[src/rtl/dind_pkg.sv]
package dind_pkg;
    typedef enum logic [2:0] {
        ST_IDLE    = 3'd0,
        ST_BASE_LO = 3'd1,
        ST_BASE_HI = 3'd2,
        ST_ENT_LO  = 3'd3,
        ST_ENT_HI  = 3'd4,
        ST_DONE    = 3'd5
    } seq_state_t;
endpackage

[src/rtl/dind_offset_gen.sv]
module dind_offset_gen #(
    parameter int DW = 8,
    parameter int AW = 16
) (
    input  logic [AW-1:0] x_in,
    input  logic [AW-1:0] y_in,
    input  logic          wide,
    output logic [AW-1:0] x_off,
    output logic [AW-1:0] y_off
);
    localparam int PADX = AW - DW - 1;
    localparam int PADY = AW - DW;

    logic [AW-1:0] x_narrow;
    logic [AW-1:0] y_narrow;

    // narrow: entry size of two bytes, so the low index byte is doubled
    assign x_narrow = {{PADX{1'b0}}, x_in[DW-1:0], 1'b0};
    assign y_narrow = {{PADY{1'b0}}, y_in[DW-1:0]};

    assign x_off = wide ? x_in : x_narrow;
    assign y_off = wide ? y_in : y_narrow;
endmodule

[src/rtl/dind_fsm.sv]
module dind_fsm
    import dind_pkg::*;
(
    input  logic       clk,
    input  logic       rst_n,
    input  logic       start,
    input  logic       rd_ready,
    output seq_state_t state,
    output logic       rd_req,
    output logic       busy,
    output logic       done
);
    seq_state_t nxt;

    always_ff @(posedge clk) begin
        if (!rst_n) state <= ST_IDLE;
        else        state <= nxt;
    end

    always_comb begin
        nxt = state;
        unique case (state)
            ST_IDLE:    if (start)    nxt = ST_BASE_LO;
            ST_BASE_LO: if (rd_ready) nxt = ST_BASE_HI;
            ST_BASE_HI: if (rd_ready) nxt = ST_ENT_LO;
            ST_ENT_LO:  if (rd_ready) nxt = ST_ENT_HI;
            ST_ENT_HI:  if (rd_ready) nxt = ST_DONE;
            ST_DONE:                  nxt = ST_IDLE;
            default:                  nxt = ST_IDLE;
        endcase
    end

    always_comb begin
        rd_req = 1'b0;
        done   = 1'b0;
        busy   = (state != ST_IDLE);
        unique case (state)
            ST_BASE_LO, ST_BASE_HI, ST_ENT_LO, ST_ENT_HI: rd_req = 1'b1;
            ST_DONE: done = 1'b1;
            default: ;
        endcase
    end
endmodule

[src/rtl/dind_addr_path.sv]
module dind_addr_path
    import dind_pkg::*;
#(
    parameter int DW = 8,
    parameter int AW = 16
) (
    input  logic          clk,
    input  logic          rst_n,
    input  seq_state_t    state,
    input  logic          start,
    input  logic          rd_ready,
    input  logic [DW-1:0] zp_op,
    input  logic [AW-1:0] x_off,
    input  logic [AW-1:0] y_off,
    input  logic [DW-1:0] rd_data,
    output logic [AW-1:0] rd_addr,
    output logic [AW-1:0] eff_addr
);
    localparam int HIW = AW - DW;

    logic [DW-1:0] zp_q;
    logic [DW-1:0] zp_nxt;
    logic [AW-1:0] xoff_q;
    logic [AW-1:0] yoff_q;
    logic [DW-1:0] base_lo_q;
    logic [DW-1:0] ptr_lo_q;
    logic [AW-1:0] ent_q;
    logic [AW-1:0] eff_q;

    assign zp_nxt = zp_q + DW'(1);   // wraps within page zero

    always_ff @(posedge clk) begin
        if (!rst_n) begin
            zp_q      <= '0;
            xoff_q    <= '0;
            yoff_q    <= '0;
            base_lo_q <= '0;
            ptr_lo_q  <= '0;
            ent_q     <= '0;
            eff_q     <= '0;
        end else begin
            unique case (state)
                ST_IDLE: if (start) begin
                    zp_q   <= zp_op;
                    xoff_q <= x_off;
                    yoff_q <= y_off;
                end
                ST_BASE_LO: if (rd_ready) base_lo_q <= rd_data;
                ST_BASE_HI: if (rd_ready) ent_q <= {rd_data, base_lo_q} + xoff_q;
                ST_ENT_LO:  if (rd_ready) ptr_lo_q <= rd_data;
                ST_ENT_HI:  if (rd_ready) eff_q <= {rd_data, ptr_lo_q} + yoff_q;
                default: ;
            endcase
        end
    end

    always_comb begin
        unique case (state)
            ST_BASE_LO: rd_addr = {{HIW{1'b0}}, zp_q};
            ST_BASE_HI: rd_addr = {{HIW{1'b0}}, zp_nxt};
            ST_ENT_LO:  rd_addr = ent_q;
            ST_ENT_HI:  rd_addr = ent_q + AW'(1);
            default:    rd_addr = '0;
        endcase
    end

    assign eff_addr = eff_q;
endmodule

[src/rtl/dind_addr_seq.sv]
module dind_addr_seq
    import dind_pkg::*;
#(
    parameter int DW = 8,
    parameter int AW = 16
) (
    input  logic          clk,
    input  logic          rst_n,
    input  logic          start,
    input  logic [DW-1:0] zp_op,
    input  logic [AW-1:0] idx_x,
    input  logic [AW-1:0] idx_y,
    input  logic          wide_idx,
    output logic          rd_req,
    output logic [AW-1:0] rd_addr,
    input  logic          rd_ready,
    input  logic [DW-1:0] rd_data,
    output logic          busy,
    output logic          done,
    output logic [AW-1:0] eff_addr
);
    seq_state_t    state;
    logic [AW-1:0] x_off;
    logic [AW-1:0] y_off;

    dind_offset_gen #(.DW(DW), .AW(AW)) u_off (
        .x_in (idx_x),
        .y_in (idx_y),
        .wide (wide_idx),
        .x_off(x_off),
        .y_off(y_off)
    );

    dind_fsm u_fsm (
        .clk     (clk),
        .rst_n   (rst_n),
        .start   (start),
        .rd_ready(rd_ready),
        .state   (state),
        .rd_req  (rd_req),
        .busy    (busy),
        .done    (done)
    );

    dind_addr_path #(.DW(DW), .AW(AW)) u_path (
        .clk     (clk),
        .rst_n   (rst_n),
        .state   (state),
        .start   (start),
        .rd_ready(rd_ready),
        .zp_op   (zp_op),
        .x_off   (x_off),
        .y_off   (y_off),
        .rd_data (rd_data),
        .rd_addr (rd_addr),
        .eff_addr(eff_addr)
    );
endmodule

[config.mk]
export PLATFORM = sky130hd
export DESIGN_NAME = dind_addr_seq
export DESIGN_NICKNAME = d
export VERILOG_FILES = /design/src/rtl/dind_pkg.sv /design/src/rtl/dind_offset_gen.sv /design/src/rtl/dind_fsm.sv /design/src/rtl/dind_addr_path.sv /design/src/rtl/dind_addr_seq.sv
export SDC_FILE = /design/constraint.sdc
export NUM_CORES = 1
export LEC_CHECK = 0
export ABC_AREA = 1
export CAP_MARGIN = 20
export CORE_ASPECT_RATIO = 0.8
export CORE_MARGIN = 2
export CORE_UTILIZATION = 50
export DETAILED_ROUTE_END_ITERATION = 8
export PLACE_DENSITY_LB_ADDON = 0.08
export SYNTH_ARGS = -nofsm -noshare
export SYNTH_HDL_FRONTEND = slang
export SYNTH_SLANG_ARGS = --single-unit
[constraint.sdc]
create_clock -name clk -period 1.7 [get_ports clk]
set_input_delay 0.425 -clock clk [delete_from_list [all_inputs] [get_ports clk]]
set_output_delay 0.425 -clock clk [all_outputs]
set_load 0.01 [all_outputs]
==> impl_results.md, run 1 <==
- Met2 WL post-DR: 10,100 µm
- Sw frac: 0.396
- Setup slack, reg-to-reg: -0.17 ns
- Failing checks: negative setup slack
- Startpoint Class: flip-flop
- Synth unique cells: 40
- Critical R2R Capture: u_path.ent_q[2]
- Htree depth: 3
- Row cnt: 35
- Nets: 1,236
- Synth-to-layout area growth: 59.0%
- Largest net degree at the start of global routing: 49
- DIE WIDTH: 126 µm
- Worst Hold Depth: 2
- Crit path DAT: 1.76 ns
- Fill cells: 727
- Root buf cell: clkbuf_16
- WS Path Type: flip-flop to output pin
- Pwr dens: 1230 nW/µm²
- Post-route insts no fill: 1,302
- Vias in the first global route: 6,184
- DRT iter0 DRCs: 567
- Final max-slew violation count: 0
- Dpl hpwl: 12,500 µm
- Overall power: 11.6 mW
- Worst vdd rail ir drop: 0.811 mV
- Endpoint class of the critical path: output pin
- Ratio of cells with drive above 1 in the final layout: 0.340
- Routed len/inst: 16.8 µm
- FMAX: 458 MHz
- DRC errors left: 0
- Ys Warns: 0
- Gp weighted congestion: 0.940
- Syn_nets: 1,006
- Max-cap violations: 0
- Int Pwr: 7.01 mW
- Core area: 11,600 µm²
- Hold_ws: 0.471 ns
- # setup viols final: 40
- Mapped Area: 5950 µm²
- CTS sink count: 91
- Initial Util: 0.515
- Ant. Diodes: 0
- Num CTS Buffers: 9
- Maximum buffer depth of the clock tree: 2
- Sequential Power Share: 0.271
- Clock-pin slew on the worst setup and hold paths: 0.07 ns
- Clk pwr share: 0.191
- Met3 routed WL: 1870 µm
- Setup Skew: 0.0105 ns
- Antenna viol nets, final: 0
- R2R depth: 11
- First-pass GRT wire length: 29,900 µm
- Leakage: 4.46 nW
- Critical path peak fanout: 5
- Die Ht: 102 µm
- Worst slew pin tran: 0.350 ns
- Final Hold Vio Count: 0
- Post-Route WL: 21,900 µm
- I/O Pins: 88
- Clock tree from TritonCTS: done
- Gate Count Post-Synth: 919
- Area of the die: 12,800 µm²
- Post-CTS Hold Buffers: 0
- DRT met1 WL: 9190 µm
- Final min period: 2.18 ns
- Port Buffer Count: 87
- Synthesized area per cell: 6.47 µm²
- Combinational cell fraction of total power: 0.538
- CP required: 1.27 ns
- Placed cells: 1,243
- P_sw: 4.60 mW
- Final Worst Setup Slack: -0.484 ns
- Hold Crit Class: flip-flop to flip-flop
- Period utilisation layout: 1.28
- Routed vias/inst: 5.47
- Detailed-route via count: 7,126
- Worst Setup SP: u_path.ent_q[1]
- Slew Limit Headroom: 0.766
- Startpoint of the worst hold path: u_path.ptr_lo_q[7]
- R2R Path Start: u_fsm.state[0]
- Gr ovfl total: 0
- Hold endpoint: u_path.ptr_lo_q[7]
- Gr usage total: 0.291
- Uppermost layer routed: met4
- Initial antenna violation count: 0
- Seq/Total Area, Yosys: 0.306
- Router iterations before antenna repair: 5
- RSZ-0062 raised after global routing: yes
- Status: complete, but fails checks
- Yosys reg bits: 91
- Clk_lat worst skew: 0.36 ns
routing by layer:
layer	vias up	track usage
met5	-	0
met4	0	0.0761
met3	74	0.0497
met2	386	0.480
met1	3244	0.399
li1	3422	-
flip-flops by register name, summed over array words and instances, names as in the netlist:
name and flops:
u_path.ptr_lo_q 8, u_path.base_lo_q 8, u_path.yoff_q 16, u_path.ent_q 16, u_path.eff_addr 16, u_path.xoff_q 16, u_path.zp_q 8, u_fsm.state 3
cells in the mapped netlist (all sizes together):
library cell  count  share of area
a21oi            86          0.072
mux2              8          0.015
or2               7         0.0074
buf              12          0.012
nand3b           17          0.021
xnor2             5         0.0074
nand3            73          0.066
nor3              8         0.0076
ha               32          0.067
o21ai            64          0.054
xor2              7          0.010
o21bai            4         0.0050
clkbuf           16          0.010
o22ai             1         0.0011
o31ai             1         0.0013
fa                2         0.0067
nand4             6         0.0063
and2              1         0.0011
and3              1         0.0011
nand2           236           0.15
dfxtp            91           0.31
clkinv            1        0.00063
a31oi             1         0.0011
o21a              7         0.0088
nor2             66          0.045
o211ai            5         0.0063
o2111ai           4         0.0059
inv             153          0.097
a22oi             4         0.0050
cells by family (layout without fill, tap and decap cells):
logic type | Yosys count | after routing | synth area share
multiplexers | 8 | 8 | 0.0151
AO/OA/AOI/OAI | 177 | 177 | 0.161
AND/OR/NAND/NOR | 415 | 415 | 0.307
buffers and inverters | 182 | 417 | 0.119
adder cells (fa/ha/maj) | 34 | 34 | 0.0740
XOR/XNOR | 12 | 12 | 0.0177
flip-flops | 91 | 91 | 0.306
critical path, stage by stage, from the launching register on:
cell	delay (ns)
dfxtp_4	0.40
nand3_4	0.09
nor2_4	0.12
nand3_4	0.10
inv_4	0.09
nand2_4	0.08
nand2_1	0.10
o211ai_1	0.13
nand2_1	0.11
inv_1	0.05
buf_2	0.13
placed cells by master (no fill, tap or decap), types with 7 or more instances in the layout:
cell type,instances
nand2_1,198
ha_4,22
o21ai_0,47
nand3_4,9
nor2_4,9
nand2_2,31
xor2_1,7
mux2_2,8
o21a_1,7
inv_1,142
clkbuf_16,10
nand3b_1,17
clkdlybuf4s50_1,60
nand2_4,7
nand3_2,21
a21oi_1,68
a21oi_2,18
nand3_1,43
ha_1,8
buf_4,122
dfxtp_2,19
buf_2,17
buf_6,27
o21ai_1,11
dfxtp_1,66
nor2_1,52
buf_12,10
worst max-delay path by stage:
stage               depth (start not counted)               to  slack (ns)
floorplan                                   9  u_path.ent_q[8]        0.04
global placement                            8      rd_addr[10]       -0.56
detailed placement                          8      rd_addr[10]       -0.56
CTS                                         8      rd_addr[10]       -0.40
global route                                7      rd_addr[15]       -0.58
finish                                     10      rd_addr[13]       -0.48
repair_timing:
action                                  CTS  global route
gates resized for setup                 187           163
buffers inserted                         39            12
pin swaps                                23            52
gates cloned                              0             2
endpoints found under the setup margin   38            52
per-stage QoR:
| stage | cell area [µm²] | setup WS, ns | utilization | setup TNS [ns] |
|---|---|---|---|---|
| 5_1_grt | 9460 | -0.577 | 0.818 | -10.63 |
| 3_3_place_gp | 7870 | -0.558 | 0.680 | -14.57 |
| 2_1_floorplan | 5950 | 0.0419 | - | 0 |
| 6_report | 9460 | -0.484 | 0.818 | -7.94 |
| 4_1_cts | 8770 | -0.399 | 0.759 | -5.62 |
| 3_5_place_dp | 7870 | -0.564 | 0.680 | -15.15 |
area by class of cell:
cell class	count	area, µm²	area share
multi-input combinational	646	4250	0.449
timing repair buffer	246	2220	0.234
sequential	91	1870	0.198
inverter	154	608	0.0643
clock buffer	10	229	0.0242
tap	148	185	0.0196
clock inverter	6	88.8	0.00940
timing repair inverter	1	11.3	0.00119
power by group through the flow:
stage / clock network (mW) / registers (mW) / logic [mW]
after floorplan: 0 / 2.93 / 2.43
after global placement: 0 / 2.97 / 4.44
after detailed placement: 0 / 2.97 / 4.48
after CTS: 2.20 / 3.01 / 5.34
after global routing: 2.31 / 3.18 / 6.70
final: 2.22 / 3.15 / 6.25
(Power assumes the default switching activity.)
==> run 2: changes to the inputs <==
--- a/config.mk
+++ b/config.mk
@@ -9,7 +9,8 @@
 export CAP_MARGIN = 20
 export CORE_ASPECT_RATIO = 0.8
 export CORE_MARGIN = 2
-export CORE_UTILIZATION = 50
+export CORE_UTILIZATION = 35
+export CTS_CLUSTER_DIAMETER = 100
 export DETAILED_ROUTE_END_ITERATION = 8
 export PLACE_DENSITY_LB_ADDON = 0.08
 export SYNTH_ARGS = -nofsm -noshare
==> impl_results.md, run 2 (same netlist as run 1, synthesis figures left out) <==
- Max-cap violations: 0 (unchanged)
- Worst Setup SP: u_path.ent_q[0]
- FMAX: 465 MHz (+1.5%)
- Setup Skew: 0.00704 ns (-0.00345 ns)
- Combinational cell fraction of total power: 0.519 (-0.019)
- RSZ-0062 raised after global routing: yes
- Router iterations before antenna repair: 7 (+2)
- Routed vias/inst: 4.64 (-15%)
- Post-Route WL: 18,000 µm (-18%)
- First-pass GRT wire length: 28,700 µm (-4.1%)
- Htree depth: 3 (unchanged)
- Row cnt: 42 (+20%)
- R2R Path Start: u_fsm.state[0]
- Startpoint Class: flip-flop
- P_sw: 4.11 mW (-11%)
- Gr usage total: 0.199 (-0.0917)
- Root buf cell: clkbuf_16
- Area of the die: 18,100 µm² (+41%)
- Area of the multi-input gates: 4120 µm² (-3.0%)
- Final instance area: 9280 µm² (-1.8%)
- Reg area: 1860 µm² (-0.47%)
- Setup slack, reg-to-reg: 0.02 ns (+0.19 ns)
- Maximum buffer depth of the clock tree: 2 (unchanged)
- Commonest cells after routing, fill and taps aside: nand2_1, inv_1, buf_4
- Antenna viol nets, final: 0 (unchanged)
- Clk_lat worst skew: 0.35 ns (about the same)
- Critical path peak fanout: 3 (-2)
- Initial Util: 0.358 (-0.156)
- WS Path Type: flip-flop to output pin
- Synth-to-layout area growth: 56.0%
- Dpl hpwl: 13,100 µm (+5.2%)
- Final min period: 2.15 ns (-0.0331 ns)
- Setup TNS: -5.59 ns (+2.35 ns)
- Final Worst Setup Slack: -0.451 ns (+0.0331 ns)
- Nets: 1,230 (-0.49%)
- Worst Hold Depth: 2 (unchanged)
- Vias in the first global route: 5,782 (-6.5%)
- Final Hold Vio Count: 0 (unchanged)
- Crit path max-delay family: buffers and inverters
- DIE WIDTH: 150 µm (+19%)
- Worst vdd rail ir drop: 0.591 mV (-27%)
- Core area: 16,600 µm² (+44%)
- Commonest non-fill, non-tap cell in the layout: nand2_1
- Ant. Diodes: 0 (unchanged)
- Port Buffer Count: 87 (unchanged)
- Crit path DAT: 1.73 ns (-0.03 ns)
- Hold Crit Class: flip-flop to flip-flop
- Slew Limit Headroom: 0.800 (+0.0344)
- DRC errors left: 0 (unchanged)
- Routed len/inst: 13.2 µm (-21%)
- Fill cells: 1,643 (+130%)
- Detailed-route via count: 6,340 (-11%)
- Int Pwr: 6.75 mW (-3.6%)
- Startpoint of the worst hold path: u_path.xoff_q[7]
- I/O Pins: 88 (unchanged)
- Gr ovfl total: 0 (unchanged)
- Sw frac: 0.378 (-0.0179)
- Hold_ws: 0.459 ns (-0.0127 ns)
- Critical R2R Capture: u_path.base_lo_q[7]
- Clock tree from TritonCTS: done
- Initial antenna violation count: 0 (unchanged)
- DRT iter0 DRCs: 345 (-39%)
- Worst slew pin tran: 0.298 ns (-0.0526 ns)
- Clock-pin slew on the worst setup and hold paths: 0.07 ns (about the same)
- Largest net degree at the start of global routing: 49 (unchanged)
- Hold endpoint: u_path.xoff_q[7]
- WP buf/inv: 3 (unchanged)
- Final max-slew violation count: 0 (unchanged)
- Failing checks: negative setup slack
- Num CTS Buffers: 9 (unchanged)
- Period utilisation layout: 1.27 (-0.0195)
- R2R depth: 11 (unchanged)
- Fin util: 0.559 (-0.259)
- CP max stage delay: 0.38 ns (-0.02 ns)
- Post-Place Worst Slack: -0.572 ns (-0.00779 ns)
- Clk pwr share: 0.196 (+0.005)
- Ratio of cells with drive above 1 in the final layout: 0.303 (-0.0372)
- Sequential Power Share: 0.285 (+0.014)
- # setup viols final: 17 (-57%)
- Placed instance area: 7950 µm² (+1.1%)
- Endpoint class of the critical path: output pin
- Status: complete, but fails checks
- Die Ht: 121 µm (+19%)
- CP required: 1.27 ns (about the same)
- CTS sink count: 91 (unchanged)
- Gp weighted congestion: 0.865 (-8.0%)
- Worst path cell trace: ha_4 > nand4_1 > buf_4 > inv_2 > nand2_4 > nor2_4 > nor2_1 > o22ai_1 > buf_2
- Worst path slowest cell: dfxtp_4
- Pwr dens: 1170 nW/µm² (-4.6%)
- Leakage: 4.41 nW (-1.0%)
## run 2: area by class of cell
class | instances | area share
multi-input combinational | 646 | 0.444
timing repair buffer | 241 | 0.229
tap | 220 | 0.0297
sequential | 91 | 0.200
inverter | 154 | 0.0634
clock buffer | 12 | 0.0287
clock inverter | 3 | 0.00499
## run 2: through the flow
step,power [mW],std cells
finish,10.9,1367
global route,11.6,1367
CTS,10.2,1357
detailed placement,7.47,1318
global placement,7.47,1318
floorplan,5.35,919
## run 2: how the worst max path moves through the flow
stage / to / cells after the start / slack, ns
after global placement: rd_addr[10] / 8 / -0.56
after CTS: rd_addr[10] / 10 / -0.50
after detailed placement: rd_addr[10] / 8 / -0.57
after global routing: rd_addr[10] / 10 / -0.56
final: rd_addr[8] / 9 / -0.45
after floorplan: u_path.ent_q[8] / 9 / 0.04
## run 2: tightest hold or removal path, cell delays in order, from the launching register on
cell and delay, ns:
dfxtp_1 0.32, inv_1 0.05, a21oi_1 0.05
## run 2: what timing repair did
action                                  in CTS  in global routing
hold buffers                                 0                  0
gates resized for setup                    201                 94
endpoints found under the setup margin      37                 43
buffers inserted                            25                 12
pin swaps                                   32                 32
## run 2: metal layers
layer,GRT usage,share of wire,vias to the layer above
met2,0.295,0.42,118
met4,0.0454,0.0093,0
met3,0.0343,0.039,9
met5,0,0,-
li1,-,-,3425
met1,0.299,0.53,2788
## run 2: power by group through the flow
stage,Sequential [mW],Combinational [mW],Clock [mW]
final,3.10,5.64,2.13
after global routing,3.16,6.21,2.27
after global placement,2.99,4.48,0
after detailed placement,2.99,4.48,0
after CTS,3.02,5.01,2.19
after floorplan,2.93,2.43,0
